### config.mk
export PLATFORM = sky130hd
export DESIGN_NAME = tl_lookup_seq
export DESIGN_NICKNAME = d
export VERILOG_FILES = /design/src/rtl/tl_pkg.sv /design/src/rtl/tl_decode.sv /design/src/rtl/tl_stack.sv /design/src/rtl/tl_lookup_seq.sv
export SDC_FILE = /design/constraint.sdc
export NUM_CORES = 1
export LEC_CHECK = 0
export ABC_AREA = 1
export ABC_CLOCK_PERIOD_IN_PS = 3400
export BUFFER_PORTS_ARGS = -buffer_cell sky130_fd_sc_hd__buf_2
export CORE_UTILIZATION = 59
export DETAILED_ROUTE_END_ITERATION = 8
export GPL_TIMING_DRIVEN = 0
export HOLD_SLACK_MARGIN = 0.02
export PLACE_DENSITY = 0.78
export SLEW_MARGIN = 20
export SYNTH_ARGS = -nofsm -noshare
export SYNTH_HDL_FRONTEND = slang
export SYNTH_SLANG_ARGS = --single-unit
export TNS_END_PERCENT = 10
### constraint.sdc
create_clock -name clk_i -period 3.4 [get_ports clk_i]
set_input_delay 0.68 -clock clk_i [delete_from_list [all_inputs] [get_ports clk_i]]
set_output_delay 0.68 -clock clk_i [all_outputs]
set_load 0.01 [all_outputs]
### src/rtl/tl_pkg.sv
package tl_pkg;
  typedef enum logic [1:0] {ST_IDLE, ST_FETCH, ST_CAPT, ST_REST} tl_state_e;
  typedef enum logic [2:0] {OP_NOP, OP_LOOKUP, OP_BSET, OP_BCLR, OP_CALL, OP_RET} tl_op_e;
  localparam logic [3:0] LOOKUP_PFX = 4'b0010;
endpackage

### src/rtl/tl_decode.sv
module tl_decode
  import tl_pkg::*;
#(
  parameter int IW = 10
) (
  input  logic [IW-1:0] instr_i,
  output tl_op_e        op_o
);
  localparam logic [IW-1:0] CODE_BCLR = {{(IW-2){1'b1}}, 2'b00};
  localparam logic [IW-1:0] CODE_BSET = {{(IW-2){1'b1}}, 2'b01};
  localparam logic [IW-1:0] CODE_CALL = {{(IW-2){1'b1}}, 2'b10};
  localparam logic [IW-1:0] CODE_RET  = {{(IW-2){1'b1}}, 2'b11};

  always_comb begin
    op_o = OP_NOP;
    if (instr_i[IW-1 -: 4] == LOOKUP_PFX) op_o = OP_LOOKUP;
    else if (instr_i == CODE_BSET)        op_o = OP_BSET;
    else if (instr_i == CODE_BCLR)        op_o = OP_BCLR;
    else if (instr_i == CODE_CALL)        op_o = OP_CALL;
    else if (instr_i == CODE_RET)         op_o = OP_RET;
  end
endmodule

### src/rtl/tl_stack.sv
module tl_stack #(
  parameter int DEPTH = 8,
  parameter int W     = 14,
  localparam int CW   = $clog2(DEPTH + 1),
  localparam int AW   = (DEPTH > 1) ? $clog2(DEPTH) : 1
) (
  input  logic          clk_i,
  input  logic          rst_ni,
  input  logic          push_i,
  input  logic          pop_i,
  input  logic [W-1:0]  data_i,
  output logic [W-1:0]  top_o,
  output logic          full_o,
  output logic          empty_o,
  output logic [CW-1:0] level_o
);
  logic [W-1:0]  mem_q [DEPTH];
  logic [CW-1:0] level_q;
  logic          do_push, do_pop;

  assign full_o  = (level_q == CW'(DEPTH));
  assign empty_o = (level_q == '0);
  assign do_push = push_i && !full_o;
  assign do_pop  = pop_i && !empty_o;

  for (genvar g = 0; g < DEPTH; g++) begin : g_ent
    always_ff @(posedge clk_i or negedge rst_ni) begin
      if (!rst_ni)                                 mem_q[g] <= '0;
      else if (do_push && level_q == CW'(g))       mem_q[g] <= data_i;
    end
  end

  always_ff @(posedge clk_i or negedge rst_ni) begin
    if (!rst_ni)                 level_q <= '0;
    else if (do_push && !do_pop) level_q <= level_q + CW'(1);
    else if (do_pop && !do_push) level_q <= level_q - CW'(1);
  end

  logic [CW-1:0] top_idx;
  assign top_idx = level_q - CW'(1);
  assign top_o   = mem_q[AW'(top_idx)];
  assign level_o = level_q;
endmodule

### src/rtl/tl_lookup_seq.sv
module tl_lookup_seq
  import tl_pkg::*;
#(
  parameter int PAGE_W  = 6,
  parameter int D_W     = 3,
  parameter int NIB     = 4,
  parameter int W_W     = 2,
  parameter int DEPTH   = 8,
  localparam int IW     = 4 + PAGE_W,
  localparam int PC_W   = 1 + PAGE_W + D_W + NIB,
  localparam int DATA_W = W_W + 2 * NIB,
  localparam int CW     = $clog2(DEPTH + 1)
) (
  input  logic              clk_i,
  input  logic              rst_ni,
  input  logic              wake_i,
  input  logic              instr_valid_i,
  input  logic [IW-1:0]     instr_i,
  input  logic [PC_W-1:0]   call_tgt_i,
  input  logic [NIB-1:0]    reg_a_i,
  input  logic [D_W-1:0]    reg_d_i,
  output logic [PC_W-1:0]   rom_addr_o,
  output logic              rom_re_o,
  input  logic [DATA_W-1:0] rom_data_i,
  output logic [PC_W-1:0]   pc_o,
  output logic              busy_o,
  output logic              done_o,
  output logic [W_W-1:0]    w_o,
  output logic [NIB-1:0]    b_o,
  output logic [NIB-1:0]    a_o,
  output logic              bank_o,
  output logic              ovf_o
);
  tl_state_e         state_q;
  tl_op_e            op;
  logic [PC_W-1:0]   pc_q, pc_inc, stk_top;
  logic              bank_q, ovf_q;
  logic [W_W-1:0]    w_q;
  logic [NIB-1:0]    b_q, a_q;
  logic              acc, stk_push, stk_pop, stk_full, stk_empty;
  logic [CW-1:0]     stk_level;
  logic              is_lookup, is_call, needs_level;

  tl_decode #(.IW(IW)) i_dec (.instr_i(instr_i), .op_o(op));

  assign acc         = instr_valid_i && (state_q == ST_IDLE);
  assign is_lookup   = (op == OP_LOOKUP);
  assign is_call     = (op == OP_CALL);
  assign needs_level = is_lookup || is_call;
  assign pc_inc      = pc_q + PC_W'(1);
  assign stk_push    = acc && needs_level && !stk_full;
  assign stk_pop     = (acc && op == OP_RET && !stk_empty) || (state_q == ST_REST);

  tl_stack #(.DEPTH(DEPTH), .W(PC_W)) i_stk (
    .clk_i   (clk_i),
    .rst_ni  (rst_ni),
    .push_i  (stk_push),
    .pop_i   (stk_pop),
    .data_i  (pc_inc),
    .top_o   (stk_top),
    .full_o  (stk_full),
    .empty_o (stk_empty),
    .level_o (stk_level)
  );

  always_ff @(posedge clk_i or negedge rst_ni) begin
    if (!rst_ni) begin
      state_q <= ST_IDLE;
      pc_q    <= '0;
    end else begin
      unique case (state_q)
        ST_IDLE: if (acc) begin
          unique case (op)
            OP_LOOKUP: if (stk_full) pc_q <= pc_inc;
                       else begin
                         pc_q    <= {bank_q, instr_i[PAGE_W-1:0], reg_d_i, reg_a_i};
                         state_q <= ST_FETCH;
                       end
            OP_CALL:   pc_q <= stk_full ? pc_inc : call_tgt_i;
            OP_RET:    pc_q <= stk_empty ? pc_inc : stk_top;
            default:   pc_q <= pc_inc;
          endcase
        end
        ST_FETCH: state_q <= ST_CAPT;
        ST_CAPT:  state_q <= ST_REST;
        ST_REST: begin
          pc_q    <= stk_top;
          state_q <= ST_IDLE;
        end
        default:  state_q <= ST_IDLE;
      endcase
    end
  end

  always_ff @(posedge clk_i or negedge rst_ni) begin
    if (!rst_ni)                     bank_q <= 1'b0;
    else if (wake_i)                 bank_q <= 1'b0;
    else if (acc && op == OP_BSET)   bank_q <= 1'b1;
    else if (acc && op == OP_BCLR)   bank_q <= 1'b0;
  end

  always_ff @(posedge clk_i or negedge rst_ni) begin
    if (!rst_ni)                             ovf_q <= 1'b0;
    else if (acc && needs_level && stk_full) ovf_q <= 1'b1;
  end

  always_ff @(posedge clk_i or negedge rst_ni) begin
    if (!rst_ni) begin
      w_q <= '0;
      b_q <= '0;
      a_q <= '0;
    end else if (state_q == ST_CAPT) begin
      {w_q, b_q, a_q} <= rom_data_i;
    end
  end

  assign rom_addr_o = pc_q;
  assign rom_re_o   = (state_q == ST_FETCH);
  assign pc_o       = pc_q;
  assign busy_o     = (state_q != ST_IDLE);
  assign done_o     = (state_q == ST_REST);
  assign w_o        = w_q;
  assign b_o        = b_q;
  assign a_o        = a_q;
  assign bank_o     = bank_q;
  assign ovf_o      = ovf_q;
endmodule

==> results of run 1 <==
## sequential cells by signal, summed over array words and instances, names as in the netlist
signal and flops:
w_o 2, i_stk.mem_q 112, b_o 4, ovf_o 1, state_q 2, i_stk.level_o 4, a_o 4, pc_o 14
bank_o 1
## power groups by stage
stage	Combinational, uW	Sequential, uW	Clock, uW
after detailed placement	4040	2380	0
after floorplan	2740	2390	0
final	4140	2370	1990
after global routing	4510	2410	2070
after global placement	3950	2380	0
after CTS	4080	2360	2000
## layer usage
| layer | vias up | wire length, um | share of wire (%) |
|---|---|---|---|
| met5 | - | 0 | 0 |
| met4 | 0 | 687 | 3.2 |
| met3 | 50 | 1400 | 6.5 |
| met2 | 282 | 10200 | 47 |
| met1 | 3427 | 9330 | 43 |
| li1 | 3369 | - | - |
## path summary, 6_finish.rpt
path / start / end / slack, ns / depth (start not counted)
max: i_stk.level_o[0] / i_stk.level_o[3] / 0.35 / 12
min: rst_ni / i_stk.mem_q[17] / 0.16 / 1
max reg2reg: i_stk.level_o[0] / i_stk.level_o[3] / 0.35 / 12
min reg2reg: ovf_o / ovf_o / 0.47 / 1
max in group asynchronous: rst_ni / i_stk.mem_q[66] / 2.45 / 2
min in group clk_i: wake_i / bank_o / 0.41 / 2
## logic make-up after synthesis
kind of cell	count (synthesis)	share of synthesized area, %
AOI/OAI and AO/OA	235	17.0
DFF	144	45.2
xor gates and xnor gates	13	2.04
buffers and inverters	120	8.71
adders and majority gates	10	1.57
and+or+nand+nor	429	24.0
muxes	10	1.41
## per-stage QoR
step	hold WS [ns]	setup TNS, ns
2_1_floorplan	0.384	0
3_3_place_gp	0.449	-51.88
3_5_place_dp	0.459	0
4_1_cts	0.173	0
5_1_grt	0.184	0
6_report	0.158	0
## layout make-up
class / instances / area [sq um] / share of cell area [%]
Clock inverter: 13 / 186 / 2.01
Tap cell: 176 / 220 / 2.37
Sequential cell: 144 / 3600 / 38.8
Clock buffer: 19 / 443 / 4.77
Multi-Input combinational cell: 697 / 3670 / 39.5
Buffer: 59 / 460 / 4.96
Timing Repair Buffer: 88 / 473 / 5.09
Inverter: 60 / 230 / 2.48
## cells in the mapped netlist (7+ instances only)
| master | count | area [sq um] |
|---|---|---|
| ha_1 | 10 | 125 |
| buf_2 | 10 | 50.1 |
| xor2_1 | 7 | 61.3 |
| buf_4 | 19 | 143 |
| nor2_1 | 95 | 357 |
| dfrtp_1 | 144 | 3600 |
| inv_2 | 12 | 45.0 |
| o22ai_1 | 19 | 119 |
| a21oi_2 | 7 | 61.3 |
| nand2_1 | 259 | 972 |
| mux2_2 | 10 | 113 |
| a21oi_1 | 27 | 135 |
| clkbuf_1 | 11 | 41.3 |
| a31oi_1 | 7 | 43.8 |
| inv_1 | 46 | 173 |
| o21ai_1 | 75 | 375 |
| nand3_1 | 40 | 200 |
| nand3_4 | 8 | 140 |
| buf_6 | 16 | 180 |
| o21ai_0 | 65 | 325 |
| o21ai_2 | 25 | 219 |
==> run_summary.xml, run 1 <==
<?xml version="1.0" encoding="UTF-8"?>
<metrics>
  <group name="sta">
    <metric name="final_worst_slack" unit="ns">0.354</metric>
    <metric name="number_of_max_slew_violations_in_the_final_report" unit="">0</metric>
    <metric name="setup_viol" unit="">0</metric>
    <metric name="timing_hold_violations_final" unit="">0</metric>
    <metric name="max_freq" unit="MHz">328</metric>
    <metric name="setup_repair_after_global_routing_missed_its_margin" unit="">false</metric>
    <metric name="max_slew.worst_pin.slew" unit="ns">1.03</metric>
    <metric name="final.setup_skew" unit="ns">0.00824</metric>
    <metric name="layout_min_cycle_time" unit="ns">3.05</metric>
    <metric name="max_slew_margin" unit="%">31.2</metric>
    <metric name="final_period_utilization" unit="%">89.6</metric>
  </group>
  <group name="global_routing">
    <metric name="grt_max_degree" unit="">95</metric>
    <metric name="top_usage_layer" unit="">met2</metric>
    <metric name="track_usage" unit="%">32.5</metric>
    <metric name="grt_util_met3" unit="%">5.79</metric>
    <metric name="grt_use_met2" unit="%">51.6</metric>
    <metric name="initial_antenna_violation_count" unit="">0</metric>
    <metric name="grt.overflow.total" unit="">0</metric>
    <metric name="grt_first_pass_wirelength" unit="um">34900</metric>
    <metric name="grt_pass1_vias" unit="">6806</metric>
    <metric name="met1_usage" unit="%">43.4</metric>
  </group>
  <group name="floorplan">
    <metric name="fp-row-count" unit="">42</metric>
    <metric name="placeableCoreArea" unit="sq um">13200</metric>
    <metric name="ioPinCount" unit="">88</metric>
    <metric name="die_height" unit="um">118</metric>
    <metric name="die-area" unit="sq um">14000</metric>
    <metric name="initial_util" unit="%">60.4</metric>
    <metric name="die_w" unit="um">118</metric>
  </group>
  <group name="setup_path">
    <metric name="crit_required" unit="ns">3.71</metric>
    <metric name="critical_path.most_common_cell" unit="">inv_1</metric>
    <metric name="cp-end-kind" unit="">flop</metric>
    <metric name="critPathKind" unit="">reg2reg</metric>
    <metric name="path_cells" unit="">inv_1 -&gt; ha_1 -&gt; nand2_1 -&gt; nand2_1 -&gt; inv_2 -&gt; a22oi_1 -&gt; ha_1 -&gt; inv_1 -&gt; o22ai_1 -&gt; nand3_1 -&gt; xor2_1 -&gt; inv_1</metric>
    <metric name="crit_path_max_incr_delay" unit="ns">0.48</metric>
    <metric name="critical_path.startpoint_type" unit="">flop</metric>
    <metric name="crit_family" unit="">buffers and inverters</metric>
    <metric name="slowest_stage_cell_on_the_critical_path" unit="">inv_1</metric>
    <metric name="critPathBufInv" unit="">4</metric>
    <metric name="critPathMaxFanout" unit="">17</metric>
    <metric name="timing.critical_path.arrival" unit="ns">3.35</metric>
  </group>
  <group name="final_layout">
    <metric name="layout.cells.most_common" unit="">nand2_1</metric>
    <metric name="fillCellCount" unit="">1067</metric>
    <metric name="layout-area-overhead-vs-synth" unit="%">16.5</metric>
    <metric name="layoutNonFillerInstCount" unit="">1256</metric>
    <metric name="finalInstanceArea" unit="sq um">9290</metric>
    <metric name="final_core_utilization" unit="%">70.4</metric>
    <metric name="antenna_cells" unit="">0</metric>
    <metric name="layout-drive-gt1-share" unit="%">23.9</metric>
    <metric name="most_frequent_cells_in_the_layout" unit="">nand2_1, dfrtp_1, buf_2</metric>
    <metric name="finish.net_count" unit="">1122</metric>
  </group>
  <group name="placement">
    <metric name="dp_hpwl" unit="um">15100</metric>
    <metric name="place.gp.congestion" unit="">0.914</metric>
    <metric name="cell_count_after_placement" unit="">1225</metric>
    <metric name="place_area" unit="sq um">8660</metric>
    <metric name="placement.setup.worst_slack" unit="ns">0.237</metric>
    <metric name="port_buffers" unit="">87</metric>
  </group>
  <group name="power_and_ir_drop">
    <metric name="p_comb_share" unit="%">48.7</metric>
    <metric name="share_of_power_burned_in_the_clock_network" unit="%">23.4</metric>
    <metric name="max-vdd-ir-drop" unit="V">0.000587</metric>
    <metric name="p_per_area" unit="nW/um^2">915</metric>
    <metric name="int_power" unit="uW">4710</metric>
    <metric name="switchingPower" unit="uW">3790</metric>
    <metric name="seq_power_share" unit="%">27.9</metric>
    <metric name="p_leak" unit="uW">0.00454</metric>
    <metric name="p_total" unit="uW">8500</metric>
    <metric name="power.switching_fraction" unit="%">44.6</metric>
  </group>
  <group name="routing">
    <metric name="viasPerCell" unit="">5.68</metric>
    <metric name="antenna_left" unit="">0</metric>
    <metric name="routed_wirelength" unit="um">21600</metric>
    <metric name="detailedRoute.firstIterationViolations" unit="">661</metric>
    <metric name="routed_via_count" unit="">7128</metric>
    <metric name="drc_errors" unit="">0</metric>
    <metric name="wire_per_inst" unit="um">17.2</metric>
    <metric name="drt_pass_1_iters" unit="">6</metric>
  </group>
  <group name="synth">
    <metric name="synthesis.instances" unit="">961</metric>
    <metric name="number_of_flops_mapped_to_enable_cells_by_yosys" unit="">0</metric>
    <metric name="ys_seq_area_share" unit="%">45.2</metric>
    <metric name="synth_fp_nets" unit="">1016</metric>
    <metric name="synthesis.yosys.warnings" unit="">0</metric>
    <metric name="syn_area_per_cell" unit="sq um">8.29</metric>
    <metric name="mappedNetlistArea" unit="sq um">7970</metric>
    <metric name="synth_cell_types" unit="">44</metric>
    <metric name="yosys_most_used_dff" unit="">dfrtp_1</metric>
    <metric name="postSynthRegisterBits" unit="">144</metric>
    <metric name="synth-async-reset-ratio" unit="%">100</metric>
  </group>
  <group name="cts">
    <metric name="ctsHoldBuffers" unit="">0</metric>
    <metric name="post_cts.resized_instances" unit="">0</metric>
    <metric name="cts_htree_levels" unit="">4</metric>
    <metric name="insertion_delay" unit="ns">0.42</metric>
    <metric name="cts_tree" unit="">built</metric>
    <metric name="clock_transition_at_the_registers_of_the_reported_paths" unit="ns">0.06</metric>
    <metric name="clkSinkCount" unit="">144</metric>
    <metric name="post-cts-setup-buffer-count" unit="">0</metric>
    <metric name="cts-root-buf" unit="">clkbuf_16</metric>
    <metric name="cts_made_buffers" unit="">17</metric>
    <metric name="cts_buffer_depth" unit="">2</metric>
  </group>
  <group name="run">
    <metric name="maxCapViolations" unit="">0</metric>
  </group>
  <group name="hold_path">
    <metric name="worstHoldPathType" unit="">in2async</metric>
  </group>
  <group name="outcome">
    <metric name="outcome" unit="">finished clean</metric>
  </group>
</metrics>
Power figures use the tool's default switching activity.
==> run 2: changes to the inputs <==
CTS_BUF_LIST = sky130_fd_sc_hd__clkbuf_16   (was unset)
==> run 2 against run 1 <==
Power decreased by 0.46%. Largest cell class unchanged. Critical path type unchanged. Sequential share of layout area about the same. Wire length increased by 0.11%. Non-clock buffer count unchanged.
==> run_summary.xml, run 2 (same netlist as run 1, synthesis figures left out) <==
<?xml version="1.0" encoding="UTF-8"?>
<metrics>
  <group name="run">
    <metric name="maxCapViolations" unit="">0</metric>
  </group>
  <group name="global_routing">
    <metric name="grt_first_pass_wirelength" unit="um">34900</metric>
    <metric name="track_usage" unit="%">32.5</metric>
    <metric name="initial_antenna_violation_count" unit="">0</metric>
    <metric name="grt_pass1_vias" unit="">6794</metric>
    <metric name="grt_max_degree" unit="">95</metric>
    <metric name="grt.overflow.total" unit="">0</metric>
  </group>
  <group name="placement">
    <metric name="port_buffers" unit="">87</metric>
    <metric name="dp_hpwl" unit="um">15100</metric>
    <metric name="place.gp.congestion" unit="">0.914</metric>
  </group>
  <group name="floorplan">
    <metric name="die_w" unit="um">118</metric>
    <metric name="placeableCoreArea" unit="sq um">13200</metric>
    <metric name="die-area" unit="sq um">14000</metric>
    <metric name="initial_util" unit="%">60.4</metric>
    <metric name="fp-row-count" unit="">42</metric>
    <metric name="ioPinCount" unit="">88</metric>
    <metric name="die_height" unit="um">118</metric>
  </group>
  <group name="setup_path">
    <metric name="critical_path.most_common_cell" unit="">inv_1</metric>
    <metric name="crit_path_start" unit="">i_stk.level_o[0]</metric>
    <metric name="critPathMaxFanout" unit="">17</metric>
    <metric name="cp-endpoint" unit="">i_stk.level_o[3]</metric>
    <metric name="path_cells" unit="">inv_1 -&gt; ha_1 -&gt; nand2_1 -&gt; nand2_1 -&gt; inv_2 -&gt; a22oi_1 -&gt; ha_1 -&gt; inv_1 -&gt; o22ai_1 -&gt; nand3_1 -&gt; xor2_1 -&gt; inv_1</metric>
    <metric name="regToRegStartpoint" unit="">i_stk.level_o[0]</metric>
    <metric name="worst-r2r-setup-slack" unit="ns">0.37</metric>
    <metric name="timing.critical_path.arrival" unit="ns">3.34</metric>
    <metric name="critPathBufInv" unit="">4</metric>
    <metric name="crit_family" unit="">adder cells</metric>
    <metric name="critPathKind" unit="">reg2reg</metric>
    <metric name="slowest_stage_cell_on_the_critical_path" unit="">inv_1</metric>
    <metric name="ff2ff_path_depth" unit="">12</metric>
    <metric name="crit_required" unit="ns">3.71</metric>
    <metric name="cp-end-kind" unit="">flop</metric>
    <metric name="cp_num_cells" unit="">12</metric>
    <metric name="critical_path.startpoint_type" unit="">flop</metric>
    <metric name="crit-reg2reg-capture" unit="">i_stk.level_o[3]</metric>
    <metric name="crit_path_max_incr_delay" unit="ns">0.47</metric>
  </group>
  <group name="cts">
    <metric name="clkSinkCount" unit="">144</metric>
    <metric name="cts_htree_levels" unit="">4</metric>
    <metric name="cts_buffer_depth" unit="">2</metric>
    <metric name="cts_made_buffers" unit="">17</metric>
    <metric name="insertion_delay" unit="ns">0.42</metric>
    <metric name="post-cts-setup-buffer-count" unit="">0</metric>
    <metric name="cts_tree" unit="">built</metric>
    <metric name="cts-root-buf" unit="">clkbuf_16</metric>
    <metric name="clock_transition_at_the_registers_of_the_reported_paths" unit="ns">0.06</metric>
  </group>
  <group name="power_and_ir_drop">
    <metric name="max-vdd-ir-drop" unit="V">0.000585</metric>
    <metric name="p_per_area" unit="nW/um^2">912</metric>
    <metric name="p_leak" unit="uW">0.00454</metric>
  </group>
  <group name="final_layout">
    <metric name="multi_input_area" unit="sq um">3670</metric>
    <metric name="area.sequential" unit="sq um">3600</metric>
    <metric name="finish.net_count" unit="">1122</metric>
    <metric name="most_frequent_cells_in_the_layout" unit="">nand2_1, dfrtp_1, buf_2</metric>
    <metric name="largest_reg_flops" unit="">112</metric>
    <metric name="fillCellCount" unit="">1067</metric>
    <metric name="regMostFlops" unit="">i_stk.mem_q</metric>
    <metric name="layout-area-overhead-vs-synth" unit="%">16.4</metric>
    <metric name="antenna_cells" unit="">0</metric>
    <metric name="final_core_utilization" unit="%">70.3</metric>
    <metric name="layout.cells.most_common" unit="">nand2_1</metric>
    <metric name="layout-drive-gt1-share" unit="%">23.8</metric>
  </group>
  <group name="routing">
    <metric name="routed_wirelength" unit="um">21600</metric>
    <metric name="antenna_left" unit="">0</metric>
    <metric name="wire_per_inst" unit="um">17.2</metric>
    <metric name="detailedRoute.firstIterationViolations" unit="">669</metric>
    <metric name="routed_via_count" unit="">7187</metric>
    <metric name="drt_pass_1_iters" unit="">5</metric>
    <metric name="drc_errors" unit="">0</metric>
    <metric name="viasPerCell" unit="">5.72</metric>
  </group>
  <group name="sta">
    <metric name="final_period_utilization" unit="%">89.1</metric>
    <metric name="number_of_max_slew_violations_in_the_final_report" unit="">0</metric>
    <metric name="setup_viol" unit="">0</metric>
    <metric name="final.setup_skew" unit="ns">0.00728</metric>
    <metric name="max_slew_margin" unit="%">30.3</metric>
    <metric name="setup_repair_after_global_routing_missed_its_margin" unit="">false</metric>
    <metric name="timing_hold_violations_final" unit="">0</metric>
    <metric name="layout_min_cycle_time" unit="ns">3.03</metric>
    <metric name="max_freq" unit="MHz">330</metric>
    <metric name="max_slew.worst_pin.slew" unit="ns">1.04</metric>
    <metric name="totalNegativeSetupSlack" unit="ns">0</metric>
  </group>
  <group name="hold_path">
    <metric name="worstHoldPathType" unit="">in2async</metric>
  </group>
  <group name="outcome">
    <metric name="outcome" unit="">finished clean</metric>
  </group>
</metrics>
## run 2: cell count changes in the layout (fill, tap and decap cells not counted), sizes merged
cell,change
clkinv,+1
clkbuf,-2
inv,+1
## run 2: layout make-up
cell class,count,area share (%)
buffer,59,4.96
clock buffer,17,4.59
clock inverter,15,2.09
inverter,60,2.48
multi-input combinational,697,39.6
sequential,144,38.8
tap,176,2.37
timing repair buffer,88,5.10
## run 2: power by group
group          leakage (uW)  total [uW]  switching [uW]  internal (uW)
combinational       0.00235        4120            2720           1400
clock              0.000306        1970             746           1220
sequential          0.00188        2370             311           2060
total               0.00454        8460            3780           4680
## run 2: worst min-delay path by stage
stage                     start                to  slack [ns]  cells past startpoint
2_1_floorplan            rst_ni            a_o[0]        0.38                      0
3_3_place_gp              ovf_o             ovf_o        0.45                      1
3_5_place_dp   i_stk.mem_q[110]  i_stk.mem_q[110]        0.46                      2
4_1_cts                  rst_ni   i_stk.mem_q[17]        0.17                      1
5_1_grt                  rst_ni   i_stk.mem_q[17]        0.18                      1
6_report                 rst_ni   i_stk.mem_q[46]        0.16                      1
## run 2: per-stage QoR
step	hold slack [ns]	power (uW)	instance area (sq um)	instances	setup slack [ns]
global route	0.184	8960	9280	1256	0.125
finish	0.160	8460	9280	1256	0.372
floorplan	0.384	5140	7970	961	0.910
global placement	0.449	6320	8620	1224	-0.377
CTS	0.173	8410	9280	1257	0.128
detailed placement	0.459	6420	8660	1225	0.237
## run 2: what timing repair did
action,4_1_cts,5_1_grt
endpoints found under the setup margin,0,1
resized for setup,0,0
hold buffers,0,0
## run 2: layer usage
metal	routed length, um	GRT usage, %	vias to the layer above
li1	-	-	3378
met3	1430	5.74	50
met5	0	0	-
met4	618	14.0	0
met2	10300	51.9	323
met1	9290	43.5	3436
==> run 3: changes to the inputs <==
ABC_AREA = unset   (was 1)
CORE_UTILIZATION = 58   (was 59)
==> run 3 against run 2 <==
Cell count is 26% lower. Critical path type unchanged. Largest cell class is now flip-flops and latches. Clock power is 4% lower. Non-clock buffer count is 7 lower. Count of clock-buffer cells in the layout stayed put. Register-to-register slack worse by 0.095 ns.
==> run_summary.xml, run 3 <==
<?xml version="1.0" encoding="UTF-8"?>
<metrics>
  <group name="synth">
    <metric name="postSynthRegisterBits" unit="">144</metric>
    <metric name="ys_top_cells_by_area" unit="">dfrtp_1, mux4_2, o21ai_0, nand2_1, mux2_2</metric>
    <metric name="synth_cell_types" unit="">55</metric>
    <metric name="yosys_most_used_dff" unit="">dfrtp_1</metric>
    <metric name="syn_area_per_cell" unit="sq um">10.6</metric>
    <metric name="synth_top_area_share" unit="%">50.9</metric>
    <metric name="ys_seq_area_share" unit="%">50.9</metric>
    <metric name="mappedNetlistArea" unit="sq um">7080</metric>
    <metric name="top_cells_by_instance_count_after_synthesis" unit="">dfrtp_1, nand2_1, o21ai_0</metric>
    <metric name="synthesis.yosys.warnings" unit="">0</metric>
    <metric name="synthDominantAreaCellType" unit="">dfrtp_1</metric>
    <metric name="synth-async-reset-ratio" unit="%">100</metric>
    <metric name="synthesis.instances" unit="">670</metric>
    <metric name="number_of_flops_mapped_to_enable_cells_by_yosys" unit="">0</metric>
    <metric name="synth_fp_nets" unit="">725</metric>
    <metric name="synthMostInstantiatedCell" unit="">dfrtp_1</metric>
  </group>
  <group name="floorplan">
    <metric name="ioPinCount" unit="">88</metric>
    <metric name="die_w" unit="um">112</metric>
    <metric name="die-area" unit="sq um">12600</metric>
    <metric name="placeableCoreArea" unit="sq um">11700</metric>
    <metric name="die_height" unit="um">112</metric>
    <metric name="fp-row-count" unit="">39</metric>
    <metric name="initial_util" unit="%">60.7</metric>
  </group>
  <group name="sta">
    <metric name="max_slew_margin" unit="%">16.9</metric>
    <metric name="timing_hold_violations_final" unit="">0</metric>
    <metric name="final_worst_slack" unit="ns">0.276</metric>
    <metric name="setup_viol" unit="">0</metric>
    <metric name="setup_repair_after_global_routing_missed_its_margin" unit="">false</metric>
    <metric name="max_freq" unit="MHz">320</metric>
    <metric name="final_period_utilization" unit="%">91.9</metric>
    <metric name="max_slew.worst_pin.slew" unit="ns">1.23</metric>
    <metric name="totalNegativeSetupSlack" unit="ns">0</metric>
    <metric name="number_of_max_slew_violations_in_the_final_report" unit="">0</metric>
    <metric name="final.setup_skew" unit="ns">0.00880</metric>
    <metric name="layout_min_cycle_time" unit="ns">3.12</metric>
  </group>
  <group name="global_routing">
    <metric name="grt.overflow.total" unit="">0</metric>
    <metric name="initial_antenna_violation_count" unit="">0</metric>
    <metric name="grt_first_pass_wirelength" unit="um">31200</metric>
    <metric name="grt_max_degree" unit="">96</metric>
    <metric name="grt_pass1_vias" unit="">5836</metric>
    <metric name="track_usage" unit="%">32.8</metric>
  </group>
  <group name="cts">
    <metric name="cts-root-buf" unit="">clkbuf_16</metric>
    <metric name="insertion_delay" unit="ns">0.44</metric>
    <metric name="cts_tree" unit="">built</metric>
    <metric name="post-cts-setup-buffer-count" unit="">0</metric>
    <metric name="cts_htree_levels" unit="">4</metric>
    <metric name="clkSinkCount" unit="">144</metric>
    <metric name="cts_buffer_depth" unit="">2</metric>
    <metric name="cts_made_buffers" unit="">17</metric>
    <metric name="clock_transition_at_the_registers_of_the_reported_paths" unit="ns">0.06</metric>
  </group>
  <group name="placement">
    <metric name="place_area" unit="sq um">7730</metric>
    <metric name="port_buffers" unit="">87</metric>
    <metric name="place.gp.congestion" unit="">0.953</metric>
    <metric name="placement.setup.worst_slack" unit="ns">-0.700</metric>
    <metric name="dp_hpwl" unit="um">13300</metric>
  </group>
  <group name="power_and_ir_drop">
    <metric name="share_of_power_burned_in_the_clock_network" unit="%">28.3</metric>
    <metric name="int_power" unit="uW">4180</metric>
    <metric name="p_per_area" unit="nW/um^2">804</metric>
    <metric name="switchingPower" unit="uW">2510</metric>
    <metric name="seq_power_share" unit="%">34.3</metric>
    <metric name="power.switching_fraction" unit="%">37.5</metric>
    <metric name="p_leak" unit="uW">0.00376</metric>
    <metric name="max-vdd-ir-drop" unit="V">0.000468</metric>
    <metric name="p_comb_share" unit="%">37.4</metric>
  </group>
  <group name="final_layout">
    <metric name="finish.net_count" unit="">831</metric>
    <metric name="regMostFlops" unit="">i_stk.mem_q</metric>
    <metric name="most_frequent_cells_in_the_layout" unit="">dfrtp_1, nand2_1, o21ai_0</metric>
    <metric name="finalInstanceArea" unit="sq um">8330</metric>
    <metric name="antenna_cells" unit="">0</metric>
    <metric name="fillCellCount" unit="">853</metric>
    <metric name="multi_input_area" unit="sq um">3160</metric>
    <metric name="largest_reg_flops" unit="">112</metric>
    <metric name="layout-area-overhead-vs-synth" unit="%">17.6</metric>
    <metric name="layout-drive-gt1-share" unit="%">24.6</metric>
    <metric name="area.sequential" unit="sq um">3600</metric>
    <metric name="layout.cells.most_common" unit="">dfrtp_1</metric>
  </group>
  <group name="run">
    <metric name="maxCapViolations" unit="">0</metric>
  </group>
  <group name="setup_path">
    <metric name="crit-reg2reg-capture" unit="">i_stk.level_o[3]</metric>
    <metric name="cp-end-kind" unit="">flop</metric>
    <metric name="slowest_stage_cell_on_the_critical_path" unit="">dfrtp_1</metric>
    <metric name="ff2ff_path_depth" unit="">11</metric>
    <metric name="timing.critical_path.arrival" unit="ns">3.48</metric>
    <metric name="crit_path_max_incr_delay" unit="ns">0.49</metric>
    <metric name="worst-r2r-setup-slack" unit="ns">0.28</metric>
    <metric name="regToRegStartpoint" unit="">i_stk.level_o[0]</metric>
    <metric name="path_cells" unit="">buf_4 -&gt; inv_1 -&gt; ha_1 -&gt; nand2_1 -&gt; and3_1 -&gt; clkbuf_1 -&gt; a22oi_1 -&gt; ha_1 -&gt; or4_1 -&gt; a21oi_1 -&gt; xor2_1</metric>
    <metric name="critPathBufInv" unit="">3</metric>
    <metric name="critPathMaxFanout" unit="">10</metric>
    <metric name="critical_path.startpoint_type" unit="">flop</metric>
    <metric name="crit_required" unit="ns">3.75</metric>
    <metric name="critPathKind" unit="">reg2reg</metric>
    <metric name="crit_family" unit="">simple AND/OR/NAND/NOR gates</metric>
    <metric name="critical_path.most_common_cell" unit="">ha_1</metric>
  </group>
  <group name="outcome">
    <metric name="outcome" unit="">finished clean</metric>
  </group>
  <group name="routing">
    <metric name="viasPerCell" unit="">6.33</metric>
    <metric name="routed_wirelength" unit="um">19200</metric>
    <metric name="drc_errors" unit="">0</metric>
    <metric name="drt_pass_1_iters" unit="">7</metric>
    <metric name="routed_via_count" unit="">5898</metric>
    <metric name="antenna_left" unit="">0</metric>
    <metric name="wire_per_inst" unit="um">20.7</metric>
    <metric name="detailedRoute.firstIterationViolations" unit="">767</metric>
  </group>
  <group name="hold_path">
    <metric name="worstHoldPathType" unit="">in2async</metric>
  </group>
</metrics>
## run 3: cell families (layout without fill, tap and decap cells)
| family | Yosys count | after routing | share of synthesized area (%) |
|---|---|---|---|
| compound gates | 180 | 180 | 14.5 |
| xor+xnor | 17 | 17 | 2.10 |
| fa+ha+maj | 10 | 10 | 1.77 |
| buf+inv | 65 | 184 | 4.38 |
| flops | 144 | 144 | 50.9 |
| mux | 58 | 58 | 13.4 |
| simple gates | 196 | 196 | 12.9 |
## run 3: worst max path at each step
stage	startpoint	endpoint	slack [ns]	cells past startpoint
6_report	i_stk.level_o[0]	i_stk.level_o[3]	0.28	11
5_1_grt	i_stk.level_o[0]	i_stk.level_o[3]	0.04	11
4_1_cts	i_stk.level_o[0]	i_stk.level_o[3]	0.03	12
3_5_place_dp	i_stk.level_o[0]	pc_o[6]	-0.70	11
3_3_place_gp	i_stk.level_o[0]	pc_o[6]	-0.66	11
2_1_floorplan	i_stk.level_o[0]	i_stk.level_o[3]	0.30	12
## run 3: power by group through the flow
stage | combinational (uW) | sequential (uW) | clock [uW]
6_report | 2510 | 2300 | 1890
5_1_grt | 2700 | 2340 | 1980
4_1_cts | 2480 | 2280 | 1900
3_5_place_dp | 2450 | 2310 | 0
3_3_place_gp | 2410 | 2280 | 0
2_1_floorplan | 1630 | 2310 | 0
## run 3: through the flow
step | total power, uW | util (%) | std cells | hold slack (ns)
finish | 6700 | 71.4 | 932 | 0.146
global route | 7010 | 71.4 | 932 | 0.160
CTS | 6670 | 71.4 | 933 | 0.151
detailed placement | 4760 | 66.3 | 901 | 0.465
global placement | 4690 | 66.0 | 900 | 0.446
floorplan | 3940 | - | 670 | 0.384
## run 3: timing repair
action / in CTS / in global routing
resized for setup: 3 / 2
gates cloned: 0 / 0
hold buffers: 0 / 0
endpoints found under the setup margin: 13 / 10
hold endpoints to repair: 0 / 0
## run 3: layout make-up
type	instances	share of cell area (%)
Sequential cell	144	43.3
Multi-Input combinational cell	461	38.0
Clock inverter	15	2.01
Tap cell	143	2.15
Buffer	52	3.22
Clock buffer	17	5.11
Timing Repair Buffer	88	5.68
Inverter	12	0.541
## run 3: metal layers
| metal | GRT usage, % | part of all wire (%) | vias up |
|---|---|---|---|
| li1 | - | - | 2603 |
| met1 | 44.5 | 42 | 2933 |
| met2 | 51.9 | 47 | 315 |
| met3 | 7.40 | 8.5 | 47 |
| met4 | 13.1 | 2.6 | 0 |
| met5 | 0 | 0 | - |
## run 3: worst reg2reg max path, cell delays in order (launching register included)
cell,delay (ns)
dfrtp_1,0.49
buf_4,0.29
inv_1,0.10
ha_1,0.29
nand2_1,0.21
and3_1,0.18
clkbuf_1,0.25
a22oi_1,0.14
ha_1,0.28
or4_1,0.48
a21oi_1,0.19
xor2_1,0.15
